--- src/rtl/bpMatchPkg.sv ---
package bpMatchPkg;
  localparam int MAX_PAIRS = 16;
  localparam int DATA_W    = 32;

  typedef enum logic [2:0] {
    TY_ADDR      = 3'b000,
    TY_ADDR_LNK  = 3'b001,
    TY_CTX       = 3'b010,
    TY_CTX_SRC   = 3'b011,
    TY_MISS      = 3'b100,
    TY_MISS_LNK  = 3'b101
  } bpType_e;

  typedef struct packed {
    logic [MAX_PAIRS-1:0] valWe;
    logic [MAX_PAIRS-1:0] ctlWe;
    logic                 capture;
  } bpStrobe_t;
endpackage

--- src/rtl/bpMatchCtrl.sv ---
module bpMatchCtrl
  import bpMatchPkg::*;
#(
  parameter int NUM_PAIRS = 6,
  parameter int IDX_W     = 3
) (
  input  logic             wrEn,
  input  logic             wrCtl,
  input  logic [IDX_W-1:0] wrIdx,
  input  logic             fetchValid,
  output bpStrobe_t        strobes
);
  always_comb begin
    strobes = '0;
    strobes.capture = fetchValid;
    for (int i = 0; i < NUM_PAIRS; i++) begin
      strobes.valWe[i] = wrEn && !wrCtl && (wrIdx == IDX_W'(i));
      strobes.ctlWe[i] = wrEn &&  wrCtl && (wrIdx == IDX_W'(i));
    end
  end
endmodule

--- src/rtl/bpMatchPath.sv ---
module bpMatchPath
  import bpMatchPkg::*;
#(
  parameter int NUM_PAIRS = 6
) (
  input  logic                 clk,
  input  logic                 rst,
  input  bpStrobe_t            strobes,
  input  logic [DATA_W-1:0]    wrData,
  input  logic [DATA_W-1:0]    fetchAddr,
  input  logic                 fetchSize,
  input  logic                 privMode,
  input  logic [DATA_W-1:0]    ctxId,
  output logic [NUM_PAIRS-1:0] evtVec,
  output logic                 evtAny,
  output logic [NUM_PAIRS-1:0] ctxMatchOut
);
  logic [DATA_W-1:0]    valReg [NUM_PAIRS];
  logic [DATA_W-1:0]    ctlReg [NUM_PAIRS];
  logic [NUM_PAIRS-1:0] ctxFlag;
  logic [NUM_PAIRS-1:0] evtComb;
  logic [MAX_PAIRS-1:0] ctxPad;
  logic [3:0]           fetchLanes;

  always_ff @(posedge clk) begin
    for (int i = 0; i < NUM_PAIRS; i++) begin
      if (rst) begin
        valReg[i] <= '0;
        ctlReg[i] <= '0;
      end else begin
        if (strobes.valWe[i]) valReg[i] <= wrData;
        if (strobes.ctlWe[i]) ctlReg[i] <= wrData;
      end
    end
  end

  // lanes touched by this fetch
  always_comb begin
    if (fetchSize)         fetchLanes = 4'b1111;
    else if (fetchAddr[1]) fetchLanes = 4'b1100;
    else                   fetchLanes = 4'b0011;
  end

  assign ctxPad = MAX_PAIRS'(ctxFlag);

  for (genvar g = 0; g < NUM_PAIRS; g++) begin : gPair
    logic       slotOn, stateOk, wordEq, laneHit, ctxEq, linkOk;
    logic [1:0] privCode;
    logic [3:0] laneMask;
    logic [3:0] linkIdx;
    bpType_e    kind;

    assign slotOn   = ctlReg[g][0];
    assign privCode = ctlReg[g][2:1];
    assign laneMask = ctlReg[g][8:5];
    assign linkIdx  = ctlReg[g][19:16];
    assign kind     = bpType_e'(ctlReg[g][22:20]);

    assign stateOk = (privCode == 2'b11) ||
                     (privCode == 2'b01 &&  privMode) ||
                     (privCode == 2'b10 && !privMode);
    assign wordEq  = valReg[g][31:2] == fetchAddr[31:2];
    assign laneHit = wordEq && |(laneMask & fetchLanes);
    assign ctxEq   = valReg[g] == ctxId;
    assign linkOk  = (32'(linkIdx) < NUM_PAIRS) && ctxPad[linkIdx];

    assign ctxFlag[g] = slotOn && (kind == TY_CTX_SRC) && ctxEq &&
                        (privCode == 2'b11) && (laneMask == 4'b1111) &&
                        (ctlReg[g][15:14] == 2'b00);

    always_comb begin
      evtComb[g] = 1'b0;
      if (slotOn) begin
        case (kind)
          TY_ADDR:     evtComb[g] = wordEq && stateOk;
          TY_ADDR_LNK: evtComb[g] = wordEq && stateOk && linkOk;
          TY_CTX:      evtComb[g] = ctxEq && stateOk && (laneMask == 4'b1111);
          TY_MISS:     evtComb[g] = !laneHit && stateOk;
          TY_MISS_LNK: evtComb[g] = !laneHit && stateOk && linkOk;
          default:     evtComb[g] = 1'b0;
        endcase
      end
    end
  end

  assign ctxMatchOut = ctxFlag;

  always_ff @(posedge clk) begin
    if (rst) begin
      evtVec <= '0;
      evtAny <= 1'b0;
    end else if (strobes.capture) begin
      evtVec <= evtComb;
      evtAny <= |evtComb;
    end else begin
      evtVec <= '0;
      evtAny <= 1'b0;
    end
  end
endmodule

--- src/rtl/bpMatchUnit.sv ---
module bpMatchUnit
  import bpMatchPkg::*;
#(
  parameter int NUM_PAIRS = 6,
  parameter int IDX_W     = $clog2(NUM_PAIRS)
) (
  input  logic                 clk,
  input  logic                 rst,
  input  logic                 wrEn,
  input  logic                 wrCtl,
  input  logic [IDX_W-1:0]     wrIdx,
  input  logic [31:0]          wrData,
  input  logic                 fetchValid,
  input  logic [31:0]          fetchAddr,
  input  logic                 fetchSize,
  input  logic                 privMode,
  input  logic [31:0]          ctxId,
  output logic [NUM_PAIRS-1:0] evtVec,
  output logic                 evtAny,
  output logic [NUM_PAIRS-1:0] ctxMatchOut
);
  bpStrobe_t strobes;

  bpMatchCtrl #(.NUM_PAIRS(NUM_PAIRS), .IDX_W(IDX_W)) ctrl (
    .wrEn(wrEn), .wrCtl(wrCtl), .wrIdx(wrIdx),
    .fetchValid(fetchValid), .strobes(strobes)
  );

  bpMatchPath #(.NUM_PAIRS(NUM_PAIRS)) path (
    .clk(clk), .rst(rst), .strobes(strobes), .wrData(wrData),
    .fetchAddr(fetchAddr), .fetchSize(fetchSize), .privMode(privMode),
    .ctxId(ctxId), .evtVec(evtVec), .evtAny(evtAny),
    .ctxMatchOut(ctxMatchOut)
  );
endmodule

--- config.mk ---
export PLATFORM = sky130hd
export DESIGN_NAME = bpMatchUnit
export DESIGN_NICKNAME = d
export VERILOG_FILES = /design/src/rtl/bpMatchPkg.sv /design/src/rtl/bpMatchCtrl.sv /design/src/rtl/bpMatchPath.sv /design/src/rtl/bpMatchUnit.sv
export SDC_FILE = /design/constraint.sdc
export NUM_CORES = 1
export LEC_CHECK = 0
export CORE_ASPECT_RATIO = 1.25
export CORE_UTILIZATION = 60
export DETAILED_ROUTE_END_ITERATION = 8
export PLACE_DENSITY = 0.81
export SYNTH_ARGS = -nofsm -noshare
export SYNTH_HDL_FRONTEND = slang
export SYNTH_SLANG_ARGS = --single-unit
export TNS_END_PERCENT = 20
--- constraint.sdc ---
create_clock -name clk -period 5.6 [get_ports clk]
set_input_delay 0.84 -clock clk [delete_from_list [all_inputs] [get_ports clk]]
set_output_delay 0.84 -clock clk [all_outputs]
set_load 0.02 [all_outputs]
==> metrics.yaml <==
combinationalPowerShare: 0.132
area_growth_pct: 15.0
cp_max_fo: 6
grt_max_degree: 33
finClkSkew_ns: 0.0185
hpwlAfterDp_um: 40900
synth_area_um2: 16700
worstPathRequired_ns: 4.76
yosysTopAreaCellShare: 0.519
grt_use_total: 0.410
tns_ns: 0
cts-buffers-inserted: 30
coreArea_um2: 27100
dpl.cell_count: 1829
wire_per_inst_um: 30.3
fin_crit_ns: 4.79
grt_pass1_wl_um: 79900
power.density_nw_per_um2: 285
routed_wl_um: 57300
post-route-drc-count: 0
rows: 67
clockBufferDepth: 3
clk-insertion-delay-late_ns: 0.56
ys_seq_area_frac: 0.527
r2r_end: "path.evtAny$_SDFF_PP0_"
placed_cell_area_um2: 18100
cp-end-kind: "output pin"
die_w_um: 151
dr.pass1.iters: 5
hold_path_class: "flop to flop"
synthesis.nets: 1553
slew-limit-headroom: 0.125
grt_overflow: 0
async_flop_share: 0
pwr-share-seq: 0.490
r2r_slack_ns: 2.22
reg2regPathDepth: 9
power_w: 0.00546
p_leak_nw: 6.50
cts_tree: "built"
p_int_w: 0.00405
routed-via-count: 12100
rsz0062_at_grt: "no"
die_y_um: 188
start_util: 0.616
hold_end: "path.evtVec[5]$_SDFF_PP0_"
yosys_warnings: 0
hold_violations: 0
drtAntennaViolNets: 0
holdBufCountCts: 0
crit_arrival_ns: 3.95
postCtsSetupRepairBufs: 0
drtIter0Drc: 1377
synthTopCellsByCount: "and2_1, edfxtp_1, xnor2_1"
final_area_um2: 19200
status: "completed"
drive_gt1_frac: 0.0720
gp_congestion: 1.03
ys_types: 59
path_clk_slew_ns: 0.06
ir_drop_v: 0.000341
cts_root_buf: "clkbuf_16"
n_fill_cell: 1979
setup_violations: 0
min_from: "path.ctlReg[2][32]$_SDFFCE_PN0P_"
startpoint_type: "primary input"
postLayoutSetupSlackWorst_ns: 0.808
p_sw_frac: 0.258
yosys_most_used_dff: "edfxtp_1"
cts_resized: 0
r2r-start: "path.valReg[0][52]$_SDFFCE_PN0P_"
via_per_inst: 6.43
switchingPower_w: 0.00141
stdcell_count: 1890
synth_edf_count: 288
synth_top_area_cell: "edfxtp_1"
post-route-period-util: 0.856
cap_violations: 0
antenna_found_initial: 1
pre_cts_slack_ns: 0.851
critPathKind: "primary input to output pin"
synth_seq_cells: 295
maxSlewViolCount: 0
holdPathStages: 2
p_clk_frac: 0.378
portBuffers: 117
ioPinCount: 119
fin_nets: 1624
fmax_mhz: 209
cts_num_sinks: 295
synth_area_per_cell_um2: 11.5
ys_top_cells_by_area: "edfxtp_1, and2_1, xnor2_1"
h-tree-depth: 1
die-area_um2: 28500
grt_pass1_vias: 11600
worst_pin_slew_ns: 1.30
synth_cells: 1447
-- critical path: stages --
cell             delay [ns]
clkdlybuf4s50_1        0.85
xnor2_1                0.41
nand4_1                0.12
nor3_1                 0.38
nand3_1                0.13
nor4_1                 0.51
clkdlybuf4s50_1        0.70
-- layer usage --
layer	share of wire	routed length [um]	vias to the layer above	global-route usage
li1	-	-	5194	-
met1	0.37	21200	5889	0.544
met2	0.45	25800	869	0.629
met3	0.12	6660	195	0.0760
met4	0.065	3740	0	0.233
met5	0	0	-	0
-- layout make-up --
class / count / area [um2] / share of cell area
flip-flops and latches: 295 / 8790 / 0.458
multi-input cells: 1035 / 7490 / 0.391
repair buffers: 149 / 1410 / 0.0736
clock buffers: 44 / 875 / 0.0456
well taps: 345 / 432 / 0.0225
clock inverters: 12 / 139 / 0.00724
inverters: 7 / 26.3 / 0.00137
diodes: 3 / 7.51 / 0.000392
-- placed cells by master (no fill, tap or decap), types with 4 or more instances in the layout --
| cell | instances |
|---|---|
| and2_1 | 288 |
| edfxtp_1 | 288 |
| xnor2_1 | 188 |
| xor2_1 | 180 |
| clkdlybuf4s50_1 | 117 |
| nand4_1 | 70 |
| nor4_1 | 61 |
| nor2_1 | 38 |
| nand2_1 | 33 |
| clkbuf_16 | 31 |
| buf_4 | 31 |
| nand3_1 | 19 |
| nor3_1 | 19 |
| mux2i_1 | 15 |
| o21ai_0 | 9 |
| nor2b_1 | 8 |
| mux2_2 | 8 |
| clkbuf_1 | 8 |
| or3_1 | 7 |
| inv_1 | 7 |
| a21oi_1 | 7 |
| dfxtp_1 | 7 |
| clkinv_2 | 6 |
| o21ai_1 | 5 |
| clkbuf_8 | 5 |
| xnor2_2 | 4 |
| nand3b_1 | 4 |
| a31oi_1 | 4 |
-- stage by stage --
step            util  hold slack (ns)
4_1_cts        0.707            0.724
3_3_place_gp   0.670            0.703
2_1_floorplan      -            0.569
3_5_place_dp   0.670            0.701
6_report       0.708            0.701
5_1_grt        0.708            0.738
-- how the worst max path moves through the flow --
stage | startpoint | end | slack, ns | depth (start not counted)
3_3_place_gp | ctxId[18] | ctxMatchOut[4] | 0.86 | 7
5_1_grt | ctxId[15] | ctxMatchOut[0] | 0.70 | 8
2_1_floorplan | wrCtl | path.valReg[0][0]$_SDFFCE_PN0P_ | 0.64 | 3
3_5_place_dp | ctxId[18] | ctxMatchOut[4] | 0.85 | 7
6_report | ctxId[6] | ctxMatchOut[3] | 0.81 | 7
4_1_cts | ctxId[18] | ctxMatchOut[4] | 0.84 | 7
-- power by group through the flow --
stage               Sequential (W)  Clock, W  Combinational, W
global placement           0.00271         0          0.000691
floorplan                  0.00269         0          0.000402
detailed placement         0.00271         0          0.000693
global route               0.00268   0.00215          0.000744
finish                     0.00267   0.00206          0.000720
CTS                        0.00267   0.00206          0.000701
-- flip-flops by register name, summed over array words and instances (netlist names) --
register,cells
path.evtAny,1
path.evtVec,6
path.ctlReg,96
path.valReg,192
-- logic make-up (layout without fill, tap and decap cells) --
group	Yosys count	in the layout	synth area share
AO/OA/AOI/OAI	60	60	0.0248
XOR/XNOR	372	372	0.197
buffers and inverters	117	212	0.0299
flip-flops	295	295	0.527
multiplexers	23	23	0.0144
other	0	3	0
AND/OR/NAND/NOR	580	580	0.207
No activity file was read; power rests on OpenSTA's default activity.
